[src/rtl/tlb_xlate.sv]
`timescale 1ns/1ps
module tlb_xlate #(
  parameter int VA_W    = 32,
  parameter int OFF_W   = 12,
  parameter int PPN_W   = 20,
  parameter int ENTRIES = 8
) (
  input  logic                   clk,
  input  logic                   rst_n,
  input  logic                   flush,
  input  logic                   lookup_valid,
  input  logic                   lookup_we,
  input  logic [VA_W-1:0]        lookup_va,
  output logic                   hit,
  output logic                   miss,
  output logic                   prot_fault,
  output logic [PPN_W+OFF_W-1:0] pa,
  output logic                   hit_rw,
  output logic                   hit_dirty,
  input  logic                   refill_valid,
  input  logic                   refill_present,
  input  logic [VA_W-OFF_W-1:0]  refill_vpn,
  input  logic [PPN_W-1:0]       refill_ppn,
  input  logic                   refill_rw,
  input  logic                   refill_dirty,
  output logic                   page_fault
);
  localparam int VPN_W = VA_W - OFF_W;
  localparam int IW    = (ENTRIES > 1) ? $clog2(ENTRIES) : 1;

  logic [ENTRIES-1:0] vld, refb, dirt, wr;
  logic [ENTRIES-1:0] vld_n, refb_n, dirt_n;
  logic [VPN_W-1:0]   tag_q [ENTRIES];
  logic [PPN_W-1:0]   ppn_q [ENTRIES];
  logic [IW-1:0]      hand, hand_n;

  logic [VPN_W-1:0]   req_vpn;
  logic [ENTRIES-1:0] match;
  logic [IW-1:0]      sel;
  logic               any_match, ro_write;

  assign req_vpn = lookup_va[VA_W-1:OFF_W];

  always_comb begin
    sel = '0;
    for (int i = ENTRIES - 1; i >= 0; i--) begin
      match[i] = vld[i] && (tag_q[i] == req_vpn);
      if (match[i]) sel = IW'(i);
    end
  end

  assign any_match  = |match;
  assign ro_write   = lookup_we && !wr[sel];
  assign hit        = lookup_valid && any_match && !ro_write;
  assign prot_fault = lookup_valid && any_match && ro_write;
  assign miss       = lookup_valid && !any_match;
  assign pa         = {ppn_q[sel], lookup_va[OFF_W-1:0]};
  assign hit_rw     = wr[sel];
  assign hit_dirty  = dirt[sel];
  assign page_fault = refill_valid && !refill_present;

  logic               do_fill, free_any;
  logic [IW-1:0]      free_idx, sweep_idx, victim, probe;
  logic [ENTRIES-1:0] sweep_clr;
  logic               sweep_found;

  assign do_fill = refill_valid && refill_present && !flush;

  always_comb begin
    free_any = 1'b0;
    free_idx = '0;
    for (int i = ENTRIES - 1; i >= 0; i--) begin
      if (!vld[i]) begin
        free_any = 1'b1;
        free_idx = IW'(i);
      end
    end
  end

  always_comb begin
    sweep_found = 1'b0;
    sweep_idx   = hand;
    sweep_clr   = '0;
    probe       = hand;
    for (int k = 0; k < ENTRIES; k++) begin
      probe = hand + IW'(k);
      if (!sweep_found) begin
        if (!refb[probe]) begin
          sweep_found = 1'b1;
          sweep_idx   = probe;
        end else begin
          sweep_clr[probe] = 1'b1;
        end
      end
    end
  end

  assign victim = free_any ? free_idx : sweep_idx;

  always_comb begin
    vld_n  = vld;
    refb_n = refb;
    dirt_n = dirt;
    hand_n = hand;
    if (do_fill && !free_any) begin
      refb_n = refb_n & ~sweep_clr;
      hand_n = victim + IW'(1);
    end
    if (hit) begin
      refb_n[sel] = 1'b1;
      if (lookup_we) dirt_n[sel] = 1'b1;
    end
    if (do_fill) begin
      vld_n[victim]  = 1'b1;
      refb_n[victim] = 1'b1;
      dirt_n[victim] = refill_dirty;
    end
    if (flush) vld_n = '0;
  end

  always_ff @(posedge clk) begin
    if (!rst_n) begin
      vld  <= '0;
      refb <= '0;
      dirt <= '0;
      wr   <= '0;
      hand <= '0;
    end else begin
      vld  <= vld_n;
      refb <= refb_n;
      dirt <= dirt_n;
      hand <= hand_n;
      if (do_fill) begin
        wr[victim]    <= refill_rw;
        tag_q[victim] <= refill_vpn;
        ppn_q[victim] <= refill_ppn;
      end
    end
  end
endmodule

[config.mk]
export PLATFORM = sky130hd
export DESIGN_NAME = tlb_xlate
export DESIGN_NICKNAME = d
export VERILOG_FILES = /design/src/rtl/tlb_xlate.sv
export SDC_FILE = /design/constraint.sdc
export NUM_CORES = 1
export LEC_CHECK = 0
export ABC_AREA = 1
export ABC_CLOCK_PERIOD_IN_PS = 5000
export BUFFER_PORTS_ARGS = -buffer_cell sky130_fd_sc_hd__buf_2
export CAP_MARGIN = 10
export CORE_MARGIN = 3
export CORE_UTILIZATION = 45
export DETAILED_ROUTE_END_ITERATION = 10
export PLACE_DENSITY = 0.74
export SYNTH_ARGS = -nofsm -noshare
export SYNTH_HDL_FRONTEND = slang
export SYNTH_SLANG_ARGS = --single-unit
[constraint.sdc]
create_clock -name clk -period 5 [get_ports clk]
set_input_delay 0.75 -clock clk [delete_from_list [all_inputs] [get_ports clk]]
set_output_delay 0.75 -clock clk [all_outputs]
set_load 0.005 [all_outputs]
==> results of run 1 <==
[worst max-delay path by stage]
stage / from / to / slack [ns]
final: lookup_va[27] / pa[30] / 0.12
after global routing: lookup_va[27] / pa[31] / 0.02
after global placement: lookup_va[27] / pa[13] / -0.17
after floorplan: hand[0] / ppn_q[6][0] / 0.37
after CTS: lookup_va[27] / pa[24] / 0.007
after detailed placement: lookup_va[27] / pa[14] / -0.12
[where the power goes]
part	total, mW	switching [mW]	internal (mW)
Clock	2.96	1.23	1.73
Combinational	0.357	0.255	0.101
Sequential	3.24	0.00422	3.24
[worst reg2reg max path, cell delays in order, from the launching register on]
cell and delay (ns):
dfxtp_1 0.39, buf_4 0.30, ha_1 0.24, xor2_2 0.49
inv_2 0.17, nand2_2 0.13, nand2_4 0.07, clkinv_2 0.06
nand2_4 0.05, nor2_8 0.13, nand2_4 0.14, nor2_8 0.22
nand2_4 0.12, nor2_8 0.15, nand2_4 0.09, o21ai_1 0.15
inv_1 0.06, nand2_2 0.10, nand2_4 0.11, inv_4 0.14
nand4_2 0.30, nor2_4 0.26, buf_4 0.29
[synthesized netlist by cell type (all sizes together), types with 6 or more instances]
master / number / area share
nand2: 545 / 0.12
edfxtp: 320 / 0.54
inv: 214 / 0.045
nor2: 207 / 0.048
nand3: 115 / 0.034
o21ai: 79 / 0.022
nand4: 63 / 0.024
buf: 40 / 0.013
or2: 40 / 0.014
dfxtp: 35 / 0.039
a21oi: 33 / 0.0095
xnor2: 27 / 0.013
nor3: 26 / 0.0073
clkbuf: 23 / 0.0056
xor2: 22 / 0.011
a221oi: 16 / 0.0079
a311oi: 16 / 0.0079
a22o: 15 / 0.0074
nor4: 13 / 0.0046
a31oi: 9 / 0.0032
clkinv: 7 / 0.0015
ha: 7 / 0.0049
o2111ai: 6 / 0.0029
o211ai: 6 / 0.0025
[layout make-up]
cell class	count	share of cell area
Clock buffer	48	0.0528
Tap cell	518	0.0314
Sequential cell	355	0.499
Multi-Input combinational cell	1276	0.312
Inverter	221	0.0410
Clock inverter	23	0.0108
Timing Repair Buffer	159	0.0536
[sequential cells by signal, summed over array words and instances (netlist names)]
signal	cells
tag_q	160
dirt	8
refb	8
vld	8
ppn_q	160
wr	8
hand	3
[what timing repair did]
action,CTS,global route
endpoints found under the hold margin,0,0
gates resized for setup,2,6
setup endpoints to repair,14,23
pin swaps,0,0
setup buffers,0,6
[metrics by stage]
step / setup WS, ns / total power [mW]
2_1_floorplan: 0.369 / 3.48
3_3_place_gp: -0.173 / 3.64
3_5_place_dp: -0.120 / 3.65
4_1_cts: 0.00727 / 6.57
5_1_grt: 0.0225 / 6.73
6_report: 0.123 / 6.56
[logic make-up after synthesis]
| logic type | Yosys count | synth area share |
|---|---|---|
| AND/OR/NAND/NOR | 1023 | 0.257 |
| buffers and inverters | 284 | 0.0654 |
| AO/OA/AOI/OAI | 197 | 0.0708 |
| adder cells (fa/ha/maj) | 7 | 0.00491 |
| XOR/XNOR | 49 | 0.0245 |
| flip-flops | 355 | 0.578 |
[per-layer routing]
layer	part of all wire	wire (um)	global-route usage	vias to the layer above
li1	-	-	-	6775
met3	0.090	5660	0.0386	109
met1	0.43	27100	0.437	7059
met2	0.45	28200	0.459	809
met4	0.031	1940	0.0898	0
met5	0	0	0	-
==> impl_metrics.yaml, run 1 <==
hold_path:
  hold_depth: 1
  hp-start: "refill_ppn[14]"
  hp-class: "in -> reg"
  holdPathEnd: "ppn_q[2][14]"
job:
  maxCapViolations: 0
placement:
  io_buffers: 94
  hpwl_mm: 46.1
  gp_congestion: 1.05
  placed_cell_area_um2: 19300
  placed_cells: 2523
clock_network:
  ctsHtreeMaxLevel: 2
  clkLatencyLatePin_ns: 0.56
  cts_num_sinks: 355
  tritoncts: "yes"
  hold_buffers: 0
  cts_buffer_depth: 3
  cts_buffers: 39
  path_clk_slew_ns: 0.06
  cts_root_buffer: "clkbuf_16"
power_and_ir_drop:
  max-vdd-ir-drop_mv: 0.290
  leakagePower_nw: 8.49
  powerDensity_nw_per_um2: 317
logic_synthesis:
  yosysUniqueCellTypes: 53
  syn_inst: 1915
  syn_area_um2: 17800
  avgSynthCellArea_um2: 9.32
  synthFlopType: "edfxtp_1"
  synth_seq_area_share: 0.578
  synth_enable_flop_cells: 320
  synth_nets: 2003
  ys_ff_latch: 355
  async_reset_ff_frac: 0
  ys_warn_count: 0
critical_path:
  r2r_cells: 22
  critPathKind: "in -> out"
  crit_top_cell: "nand2_1"
  crit_buf_inv: 3
  reg2reg_from: "hand[0]"
  crit_family: "simple AND/OR/NAND/NOR gates"
  worst_setup_path_start_kind: "primary input"
  path_cells: "buf_2, clkinvlp_4, nand2_1, nand3_1, nor4_1, nand4_1, nand2_1, nand2_1, nand2_1, nand2_1, nand2_1, nand2_1, and2_1, nand2_1, nand4_1, or2_2, buf_2"
  worst_path_largest_cell_delay_ns: 0.54
  rrSetupSlack_ns: 0.51
  cp.required_ns: 4.25
  crit_arrival_ns: 4.13
  regToRegEndpoint: "tag_q[6][6]"
  cp_num_cells: 17
  cp_max_fo: 9
  endpoint_kind: "output pin"
  critPathSlowestCell: "nor4_1"
final_layout:
  diodes: 0
  final_common_cell: "nand2_1"
  finalNonFillerCells: 2600
  multiInputGateArea_um2: 6440
  fin_util: 0.531
  layout_common_cells: "nand2_1 (532), edfxtp_1 (320), inv_1 (204), nor2_1 (191), nand3_1 (109)"
  syn_to_final_growth_pct: 15.9
  fillCellCount: 3536
  post_route_cells_drive_above_1_share: 0.151
  regArea_um2: 10300
  fin_area_um2: 20700
  fin_nets: 2140
sta:
  finClkSkew_ns: 0.0214
  drv_slew: 0
  hold_viol: 0
  setup_tns_ns: 0
  min_period_ns: 4.88
  tightest_slew_ns: 1.08
  fmax_ghz: 0.205
  holdWs_ns: 0.460
  rsz0062_at_grt: "false"
  setup_viol: 0
  min_period_over_period: 0.975
  maxSlewHeadroom: 0.273
routing:
  vias: 14800
  drt_pass1_iterations: 6
  drtAntennaViolNets: 0
  drc_errors: 0
  drt_wl_total_mm: 62.9
  vias_per_cell: 5.67
  drt_iter0_markers: 2042
  wire_per_inst_um: 24.2
global_route:
  antenna_found_initial: 0
  grt_pass1_wl_mm: 90.8
  grt_overflow: 0
  first_global_vias: 13700
  grt_start_max_net_pins: 41
  grt_use_total: 0.296
floorplan:
  die_w_um: 205
  die_h_um: 205
  die-area_um2: 42100
  rows: 72
  core_area_um2: 38900
  start_util: 0.458
  io_pins: 119
status:
  outcome: "complete, no violations"
No activity file was read; power rests on OpenSTA's default activity.
==> run 2: changes to the inputs <==
Settings changed: BUFFER_PORTS_ARGS -buffer_cell sky130_fd_sc_hd__buf_2 to default, DONT_BUFFER_PORTS from default to 1, PLACE_DENSITY 0.74 to 0.71, RECOVER_POWER from default to 100, SLEW_MARGIN from default to 10.
==> impl_metrics.yaml, run 2 (synthesis gave the netlist of run 1 again) <==
sta:
  finClkSkew_ns: 0.0185
  tightest_slew_ns: 1.04
  min_period_ns: 4.79
  drv_slew: 0
  setup_viol: 0
  fmax_ghz: 0.209
  maxSlewHeadroom: 0.309
  holdWs_ns: 0.292
  min_period_over_period: 0.957
  rsz0062_at_grt: "false"
  hold_viol: 0
hold_path:
  hp-class: "in -> reg"
  hp-start: "refill_vpn[17]"
  holdPathEnd: "tag_q[0][17]"
  hold_depth: 0
critical_path:
  regToRegEndpoint: "tag_q[7][3]"
  endpoint_kind: "output pin"
  r2r_cells: 21
  crit_arrival_ns: 4.04
  cp.required_ns: 4.25
  worst_setup_path_start_kind: "primary input"
  critPathKind: "in -> out"
  rrSetupSlack_ns: 0.33
  reg2reg_from: "hand[1]"
  cp_max_fo: 17
final_layout:
  final_common_cell: "nand2_1"
  fin_nets: 2032
  syn_to_final_growth_pct: 11.3
  reg.largest.list: "ppn_q: 160 flops, tag_q: 160 flops"
  fin_area_um2: 19900
  post_route_cells_drive_above_1_share: 0.0957
  fin_util: 0.510
  diodes: 0
  layout_common_cells: "nand2_1 (531), edfxtp_1 (320), inv_1 (205), nor2_1 (194), nand3_1 (112)"
routing:
  drc_errors: 0
  drt_wl_total_mm: 59.0
  vias: 14300
  drt_iter0_markers: 1690
  wire_per_inst_um: 23.7
  drtAntennaViolNets: 0
  vias_per_cell: 5.73
  drt_pass1_iterations: 6
floorplan:
  die_w_um: 205
  rows: 72
  start_util: 0.458
  die-area_um2: 42100
  io_pins: 119
  core_area_um2: 38900
  die_h_um: 205
global_route:
  first_global_vias: 13300
  grt_start_max_net_pins: 41
  use_met1: 0.368
  grtUsageMet3: 0.0621
  top_usage_layer: "met2"
  met2_usage: 0.452
  grt_use_total: 0.278
  antenna_found_initial: 1
  grt_overflow: 0
  grt_pass1_wl_mm: 86.3
power_and_ir_drop:
  powerDensity_nw_per_um2: 315
  leakagePower_nw: 7.94
  max-vdd-ir-drop_mv: 0.320
  finalPower_mw: 6.26
placement:
  gp_congestion: 1.05
  placed_cell_area_um2: 18700
  hpwl_mm: 42.7
  io_buffers: 0
clock_network:
  tritoncts: "yes"
  ctsHtreeMaxLevel: 2
  cts_root_buffer: "clkbuf_16"
  cts_num_sinks: 355
  cts_buffers: 38
  hold_buffers: 0
  clkLatencyLatePin_ns: 0.55
  cts_buffer_depth: 3
  path_clk_slew_ns: 0.07
job:
  maxCapViolations: 0
status:
  outcome: "complete, no violations"
run 2: cell count changes in the layout (fill, tap and decap cells not counted), sizes merged:
| cell | previous run | this run |
|---|---|---|
| buf | 159 | 43 |
| clkbuf | 48 | 58 |
| clkinv | 21 | 18 |
| clkinvlp | 4 | 5 |
run 2: cell type report:
cell class / instances / area (um2)
well taps: 518 / 648
flip-flops and latches: 355 / 10300
multi-input cells: 1276 / 6410
repair buffers: 51 / 424
repair inverters: 1 / 7.51
clock buffers: 50 / 1030
fillers: 3604 / 19100
clock inverters: 20 / 196
inverters: 221 / 847
run 2: worst max-delay path, stage by stage:
cell and delay, ns:
clkinv_1 0.28, clkbuf_1 0.26, o21ai_0 0.18, nor2_1 0.06
nand3_1 0.06, nor2_1 0.06, nand2_1 0.08, nor2_1 0.06
nor2_1 0.28, nand2_1 0.18, buf_4 0.19, nor2_1 0.13
nor2_1 0.15, nand3_1 0.18, clkinvlp_4 0.39, a22o_1 0.33
a221oi_1 0.25, nand2_1 0.14
run 2: worst max-delay path by stage:
stage,start,endpoint,slack [ns]
finish,lookup_va[27],pa[14],0.21
global route,hand[1],ppn_q[6][8],0.03
detailed placement,lookup_va[27],pa[27],-0.12
CTS,tag_q[6][10],pa[14],0.07
floorplan,hand[0],ppn_q[6][0],0.37
global placement,lookup_va[27],pa[27],0.03
run 2: per-stage QoR:
stage / TNS, ns / setup WS, ns / instances
after floorplan: 0 / 0.369 / 1915
after global placement: 0 / 0.0266 / 2419
after detailed placement: -0.343 / -0.119 / 2419
after CTS: 0 / 0.0667 / 2489
after global routing: 0 / 0.0261 / 2492
final: 0 / 0.213 / 2492
run 2: metal layers:
metal  vias to the layer above  routed length [um]  part of all wire
li1                       6546                   -                 -
met4                         0                2330             0.039
met3                       139                5740             0.097
met5                         -                   0                 0
met2                       771               27400              0.46
met1                      6822               23600              0.40
run 2: power by group:
| part | leakage [nW] | total, mW | internal [mW] | switching [mW] |
|---|---|---|---|---|
| Combinational | 4.19 | 0.231 | 0.0726 | 0.158 |
| Clock | 0.595 | 2.78 | 1.62 | 1.17 |
| Sequential | 3.16 | 3.24 | 3.24 | 0.00428 |
| Total | 7.94 | 6.26 | 4.93 | 1.33 |
run 2: timing repair:
action	CTS	global route
pin swaps	0	0
resized for setup	2	10
setup endpoints to repair	8	22
gates cloned	0	1
setup buffers	0	2
